**src/rtl/ptw_pkg.sv**
```systemverilog
package ptw_pkg;
    localparam int VA_W   = 32;
    localparam int OFF_W  = 12;
    localparam int IDX_W  = 10;
    localparam int FRM_W  = VA_W - OFF_W;
    localparam int LEN_W  = IDX_W + 1;
    localparam int WSH    = 2;
    localparam int PAD_W  = VA_W - IDX_W - WSH;

    typedef enum logic [1:0] {
        ACC_RD  = 2'd0,
        ACC_WR  = 2'd1,
        ACC_EX  = 2'd2,
        ACC_RSV = 2'd3
    } acc_e;

    typedef enum logic [2:0] {
        CAUSE_NONE  = 3'd0,
        CAUSE_LEN   = 3'd1,
        CAUSE_OUTER = 3'd2,
        CAUSE_INNER = 3'd3,
        CAUSE_PROT  = 3'd4
    } cause_e;

    typedef struct packed {
        logic [FRM_W-1:0]   frame;
        logic [OFF_W-5:0]   spare;
        logic               x;
        logic               w;
        logic               r;
        logic               v;
    } pte_t;

    typedef struct packed {
        logic [IDX_W-1:0] outer;
        logic [IDX_W-1:0] inner;
        logic [OFF_W-1:0] off;
    } va_t;

    function automatic logic perm_ok(pte_t e, acc_e a);
        case (a)
            ACC_RD:  return e.r;
            ACC_WR:  return e.w;
            ACC_EX:  return e.x;
            default: return 1'b0;
        endcase
    endfunction
endpackage

```
**src/rtl/ptw_addr_calc.sv**
```systemverilog
module ptw_addr_calc
    import ptw_pkg::*;
(
    input  logic                 level,
    input  logic [VA_W-1:0]      base,
    input  logic [FRM_W-1:0]     tbl_frame,
    input  logic [IDX_W-1:0]     outer_idx,
    input  logic [IDX_W-1:0]     inner_idx,
    output logic [VA_W-1:0]      addr
);
    logic [VA_W-1:0] start;
    logic [VA_W-1:0] step;

    always_comb begin
        if (level) begin
            start = {tbl_frame, {OFF_W{1'b0}}};
            step  = {{PAD_W{1'b0}}, inner_idx, {WSH{1'b0}}};
        end else begin
            start = base;
            step  = {{PAD_W{1'b0}}, outer_idx, {WSH{1'b0}}};
        end
        addr = start + step;
    end
endmodule

```
**src/rtl/ptw_entry_check.sv**
```systemverilog
module ptw_entry_check
    import ptw_pkg::*;
(
    input  logic             level,
    input  logic [VA_W-1:0]  word,
    input  acc_e             acc,
    output logic             bad,
    output cause_e           cause,
    output logic [FRM_W-1:0] frame
);
    pte_t e;

    always_comb begin
        e     = pte_t'(word);
        frame = e.frame;
        bad   = 1'b0;
        cause = CAUSE_NONE;
        if (!e.v) begin
            bad   = 1'b1;
            cause = level ? CAUSE_INNER : CAUSE_OUTER;
        end else if (level && !perm_ok(e, acc)) begin
            bad   = 1'b1;
            cause = CAUSE_PROT;
        end
    end
endmodule

```
**src/rtl/pt_walker.sv**
```systemverilog
module pt_walker
    import ptw_pkg::*;
(
    input  logic              clk,
    input  logic              rst,
    input  logic [31:0]       ptbr,
    input  logic [10:0]       ptlr,
    input  logic              req_valid,
    output logic              req_ready,
    input  logic [31:0]       req_vaddr,
    input  logic [1:0]        req_acc,
    output logic              mem_req,
    output logic [31:0]       mem_addr,
    input  logic              mem_rvalid,
    input  logic [31:0]       mem_rdata,
    output logic              resp_valid,
    output logic              resp_fault,
    output logic [2:0]        resp_cause,
    output logic [31:0]       resp_paddr
);
    typedef enum logic [1:0] {S_IDLE, S_ISSUE, S_WAIT, S_RESP} st_e;

    st_e              st;
    va_t              va_q;
    acc_e             acc_q;
    logic             lvl_q;
    logic [FRM_W-1:0] tbl_q;
    logic             fault_q;
    cause_e           cause_q;
    logic [VA_W-1:0]  paddr_q;

    va_t              va_in;
    logic             chk_bad;
    cause_e           chk_cause;
    logic [FRM_W-1:0] chk_frame;

    assign va_in = va_t'(req_vaddr);

    ptw_addr_calc u_addr (
        .level     (lvl_q),
        .base      (ptbr),
        .tbl_frame (tbl_q),
        .outer_idx (va_q.outer),
        .inner_idx (va_q.inner),
        .addr      (mem_addr)
    );

    ptw_entry_check u_chk (
        .level (lvl_q),
        .word  (mem_rdata),
        .acc   (acc_q),
        .bad   (chk_bad),
        .cause (chk_cause),
        .frame (chk_frame)
    );

    always_ff @(posedge clk) begin
        if (rst) begin
            st      <= S_IDLE;
            va_q    <= '0;
            acc_q   <= ACC_RD;
            lvl_q   <= 1'b0;
            tbl_q   <= '0;
            fault_q <= 1'b0;
            cause_q <= CAUSE_NONE;
            paddr_q <= '0;
        end else begin
            case (st)
                S_IDLE: if (req_valid) begin
                    va_q    <= va_in;
                    acc_q   <= acc_e'(req_acc);
                    lvl_q   <= 1'b0;
                    fault_q <= 1'b0;
                    cause_q <= CAUSE_NONE;
                    paddr_q <= '0;
                    if ({1'b0, va_in.outer} >= ptlr) begin
                        fault_q <= 1'b1;
                        cause_q <= CAUSE_LEN;
                        st      <= S_RESP;
                    end else begin
                        st      <= S_ISSUE;
                    end
                end
                S_ISSUE: st <= S_WAIT;
                S_WAIT: if (mem_rvalid) begin
                    if (chk_bad) begin
                        fault_q <= 1'b1;
                        cause_q <= chk_cause;
                        st      <= S_RESP;
                    end else if (!lvl_q) begin
                        tbl_q   <= chk_frame;
                        lvl_q   <= 1'b1;
                        st      <= S_ISSUE;
                    end else begin
                        paddr_q <= {chk_frame, va_q.off};
                        st      <= S_RESP;
                    end
                end
                default: st <= S_IDLE;
            endcase
        end
    end

    assign req_ready  = (st == S_IDLE);
    assign mem_req    = (st == S_ISSUE);
    assign resp_valid = (st == S_RESP);
    assign resp_fault = fault_q;
    assign resp_cause = cause_q;
    assign resp_paddr = paddr_q;
endmodule

```
**config.mk**
```make
export PLATFORM = sky130hd
export DESIGN_NAME = pt_walker
export DESIGN_NICKNAME = d
export VERILOG_FILES = /design/src/rtl/ptw_pkg.sv /design/src/rtl/ptw_addr_calc.sv /design/src/rtl/ptw_entry_check.sv /design/src/rtl/pt_walker.sv
export SDC_FILE = /design/constraint.sdc
export NUM_CORES = 1
export LEC_CHECK = 0
export ABC_AREA = 1
export ABC_CLOCK_PERIOD_IN_PS = 3800
export BUFFER_PORTS_ARGS = -buffer_cell sky130_fd_sc_hd__buf_2
export CAP_MARGIN = 20
export CORE_MARGIN = 4
export CORE_UTILIZATION = 45
export DETAILED_ROUTE_END_ITERATION = 10
export HOLD_SLACK_MARGIN = 0.12
export PLACE_DENSITY = 0.83
export SYNTH_ARGS = -nofsm -noshare
export SYNTH_HDL_FRONTEND = slang
export SYNTH_HIERARCHICAL = 1
export SYNTH_SLANG_ARGS = --single-unit
```
**constraint.sdc**
```tcl
create_clock -name clk -period 3.8 [get_ports clk]
set_clock_uncertainty 0.05 [all_clocks]
set_input_delay 0.19 -clock clk [delete_from_list [all_inputs] [get_ports clk]]
set_output_delay 0.19 -clock clk [all_outputs]
set_load 0.02 [all_outputs]
```
After elaboration in Yosys (flattened, before gate mapping)
Index checks and enable logic that the tools add are counted.
{"block": "totals", "ramBits": 0, "mem_count": 0, "in_bits": 113, "reg_bits": 93, "rom_bits": 0, "latch_bits": 0}
{"block": "classes", "mux": 34, "multipliers": 0, "n_eq_ne": 10, "div": 0, "n_shift": 0, "addsub": 1, "bitwise_logic": 2, "reduce_logical": 11, "order_cmp": 1}
{"cell": "$mux 32", "count": 5}
{"cell": "$pmux 32 s2", "count": 1}
{"cell": "$add 32x12->32", "count": 1}
{"cell": "$mux 3", "count": 5}
{"cell": "$mux 1", "count": 12}
{"cell": "$mux 12", "count": 1}
{"cell": "$reduce_and 4->1", "count": 3}
{"cell": "$ge 10x11->1", "count": 1}
{"cell": "$mux 2", "count": 5}
{"cell": "$ne 2x2->1 const B", "count": 5}
{"cell": "$eq 2x2->1 const B", "count": 3}
{"cell": "$pmux 2 s3", "count": 1}
{"cell": "$pmux 3 s2", "count": 1}
{"cell": "$reduce_and 5->1", "count": 1}
{"cell": "$eq 2x1->1 const B", "count": 2}
{"cell": "$logic_not 2->1", "count": 2}
{"cell": "$pmux 1 s2", "count": 2}
{"cell": "$reduce_and 2->1", "count": 2}
{"cell": "$pmux 1 s3", "count": 1}
{"cell": "$not 1->1", "count": 2}
{"cell": "$reduce_bool 2->1", "count": 1}
{"cell": "$logic_and 1x1->1", "count": 1}
{"cell": "$logic_not 1->1", "count": 1}

Longest topological paths before layout
{"block": "logic_depth", "depth_word": 10, "ltp_mapped": 16}

Hierarchy
Netlist, hierarchy kept.
{"mod": "pt_walker", "cells_per_inst": 485, "instances": 1, "area_per_inst_um2": 3792.4}
{"mod": "ptw_addr_calc", "cells_per_inst": 361, "instances": 1, "area_per_inst_um2": 1737.9}
{"mod": "ptw_entry_check", "cells_per_inst": 35, "instances": 1, "area_per_inst_um2": 221.5}

Least setup slack after synthesis
Ideal clock, no wire load.
{"block": "synth_timing", "path_type": "register to output", "from": "register lvl_q", "to": "output port mem_addr[14]", "slack_ns": 0.867, "t_arrival_ns": 2.693, "required_ns": 3.560, "n_path_buf": 2, "stages_incl_launch_ff": 14, "cell_sequence": "dfxtp_1 buf_4 clkbuf_1 nand2_1 nand2_1 ha_1 inv_1 fa_1 o21ai_0 nand3_1 nand2_1 nand2_1 nand2_2 xor2_1"}
{"block": "synth_between", "elab_chain_len": 2, "elab_cells_between_ends": 3, "classes_between": "add/sub (1); mux (2)"}
{"element": "from (decl)", "line_no": "pt_walker.sv:26", "text": "logic lvl_q;"}
{"element": "from (signal assigned)", "line_no": "pt_walker.sv:62", "text": "lvl_q <= 1'b0;"}
{"element": "from (signal assigned)", "line_no": "pt_walker.sv:72", "text": "lvl_q <= 1'b0;"}
{"element": "from (signal assigned)", "line_no": "pt_walker.sv:92", "text": "lvl_q <= 1'b1;"}
{"element": "$mux 32 or $mux 12 (tied branches)", "line_no": "ptw_addr_calc.sv:15", "text": "if (level) begin"}
{"element": "$add 32x12->32 *", "line_no": "ptw_addr_calc.sv:22", "text": "addr = start + step;"}
{"element": "to (decl)", "line_no": "pt_walker.sv:13", "text": "output logic [31:0] mem_addr,"}
Every way passes the cells marked *; elsewhere a longest branch is shown, timed or not.

Worst setup path in the final report
{"block": "layout_timing", "from": "register lvl_q", "to": "output port mem_addr[17]"}
Same word-level chain as after synthesis.

==> results.toml <==
[power_and_ir_drop]
p_leak_nw = 3.78
irDropWorstVdd_mv = 0.283
power_density_nw_per_um2 = 387

[finish]
multi_input_area_sq_um = 3190
fillers = 1139
nNetsFinal = 1212
layout-drive-gt1-share_pct = 26.7
utilization_pct = 59.1
final_area_sq_um = 7420
syn_to_final_growth_pct = 29.1
register_area_sq_um = 1860

[clock_network]
clockRootBuffer = "clkbuf_16"
clk-insertion-delay-late_ps = 340
cts_num_sinks = 93
cts_setup_buffers = 0
numCtsBuffers = 9
cts_tree = "done"
h-tree-depth = 3
path_clk_slew_ps = 60
cts_buffer_depth = 2

[detailed_routing]
dr_total_vias = 6102
wl_per_cell_um = 13.6
drcViolationCount = 0
vias_per_cell = 4.85
routed_wl_um = 17000
drt_iter0_markers = 496
ant_nets = 0
dr.pass1.iters = 5

[job]
cap_violations = 0

[synth]
synth_common_cells = "nand2_1, nor2_1, dfxtp_1"
synth.avg_cell_area_sq_um = 6.53
synth_most_common_cell = "nand2_1"
synth_top_cell_area_share_pct = 32.4
synth_top_area_cell = "dfxtp_1"
synth_top_flop_cell = "dfxtp_1"
synth_async_sr_flop_share_pct = 0
synth_nets = 1015
yosys_register_bits = 93
ys_seq_area_share_pct = 32.4
syn_inst = 881
synthTopCellsByArea = "dfxtp_1, nand2_1, nor2_1"
yosys.cell_types.count = 35
synth_area_sq_um = 5750
synth-edff-count = 0
ys_warn_count = 6

[setup_path]
crit_cells = 14
crit_arrival_ps = 2990
rr_worst_depth = 9
crit_required_ps = 3560
cp_top_family = "simple AND/OR/NAND/NOR gates"
cp_max_fo = 21
crit_type = "flip-flop to output pin"
path_buf_inv = 3
critical_path.max_stage_delay_ps = 630
startpoint = "lvl_q"
r2r_start = "lvl_q"
path_cells = "inv_2 -> or2_2 -> o21ai_0 -> inv_1 -> ha_1 -> nand2_1 -> nand2_1 -> nand3_1 -> nand2_1 -> nand2_1 -> nand2_4 -> nand2_1 -> xor2_1 -> buf_2"
critPathMostFrequentCell = "nand2_1"
crit_path_end_kind = "output pin"
start_kind = "flip-flop"
slowest_stage = "dfxtp_2"

[placement]
gp_routability_congestion = 0.860
place_area_sq_um = 6570
hpwl_um = 11600
io_buffers = 175

[global_route]
antenna_found_initial = 1
grt_max_degree = 55
grt_overflow = 0
gr-usage-all-layers_pct = 22.8
grt_pass1_wl_um = 27200
grt_pass1_vias = 5927

[run_status]
status = "completed"

[die]
die_y_um = 121
die_w_um = 121
rows = 41
dieArea_sq_um = 14700
coreArea_sq_um = 12600
initial_core_util_pct = 45.8
io_pins = 184

[sta]
maxSlewViolCount = 0
fmax_mhz = 309
hold_viol = 0
max-slew-margin-rel_pct = 27.8
rsz0062_at_grt = "no"
tns_ps = 0
worstMarginPinSlew_ps = 1080
setup_viol = 0
final.period_utilization_pct = 85.1
finalCriticalPeriod_ps = 3230

[hold_path]
min_from = "mem_rdata[0]"
hold_path_depth = 4
hp-class = "primary input to flip-flop"
==> logic make-up (layout without fill, tap and decap cells) <==
kind of cell,Yosys count,count (layout),synth area share (%)
simple gates,488,488,36.3
xor+xnor,16,16,2.44
buf+inv,149,351,12.2
compound gates,114,114,12.0
fa+ha+maj,21,21,4.70
other cells,0,2,0
flops,93,93,32.4
==> per-layer routing <==
metal | vias up | share of wire, % | GRT usage, %
met5 | - | 0 | 0
met4 | 0 | 3.7 | 10.1
met3 | 55 | 5.8 | 4.80
met2 | 197 | 49 | 39.3
met1 | 2742 | 42 | 27.2
li1 | 3108 | - | -
==> final timing paths <==
path | endpoint | slack, ps
max | mem_addr[17] | 570
min | resp_cause[1] | 150
max reg2reg | resp_paddr[18] | 1350
min reg2reg | resp_paddr[6] | 410
==> report_power, final <==
part | total (mW) | leakage (nW) | switching, mW | internal (mW)
Sequential | 1.10 | 0.759 | 0.0489 | 1.05
Combinational | 0.881 | 2.88 | 0.564 | 0.317
Clock | 0.889 | 0.141 | 0.373 | 0.516
Total | 2.87 | 3.78 | 0.986 | 1.88
==> metrics by stage <==
| stage | hold slack (ps) | instances | power [mW] | worst slack [ps] |
|---|---|---|---|---|
| after floorplan | 275 | 881 | 1.73 | 867 |
| after global placement | 362 | 1184 | 1.93 | 1010 |
| after detailed placement | 368 | 1184 | 1.94 | 964 |
| after CTS | 127 | 1255 | 2.87 | 593 |
| after global routing | 146 | 1256 | 3.03 | 333 |
| final | 147 | 1257 | 2.87 | 568 |
==> worst min-delay path, cell delays in order <==
cell,delay [ps]
buf_2,100
inv_1,50
nand3_1,80
a21oi_1,60
==> sequential cells by signal, indices dropped and copies added, names as in the netlist <==
| signal | count |
|---|---|
| resp_fault | 1 |
| acc_q | 2 |
| tbl_q | 20 |
| resp_cause | 3 |
| va_q | 32 |
| lvl_q | 1 |
| st | 2 |
| resp_paddr | 32 |
==> area by class of cell <==
type / instances / share of cell area [%]
multi-input combinational: 639 / 43.0
sequential: 93 / 25.1
timing repair buffer: 237 / 19.9
inverter: 98 / 4.99
clock buffer: 14 / 3.83
tap: 172 / 2.90
clock inverter: 2 / 0.202
antenna: 2 / 0.0674
==> placed cells by master (no fill, tap or decap), types with 26 or more instances in the layout <==
cell / Yosys / layout
nand2_1: 240 / 240
buf_2: 5 / 175
nor2_1: 152 / 151
dfxtp_1: 93 / 92
inv_1: 89 / 89
o21ai_0: 62 / 62
dlygate4sd3_1: 0 / 55
nand2_2: 36 / 36
a21oi_1: 27 / 27
nand3_1: 26 / 26
==> what timing repair did <==
| item | CTS | global route |
|---|---|---|
| hold buffers | 55 | 0 |
| endpoints found under the hold margin | 74 | 0 |
| resized for setup | 0 | 0 |
(Power assumes the default switching activity.)
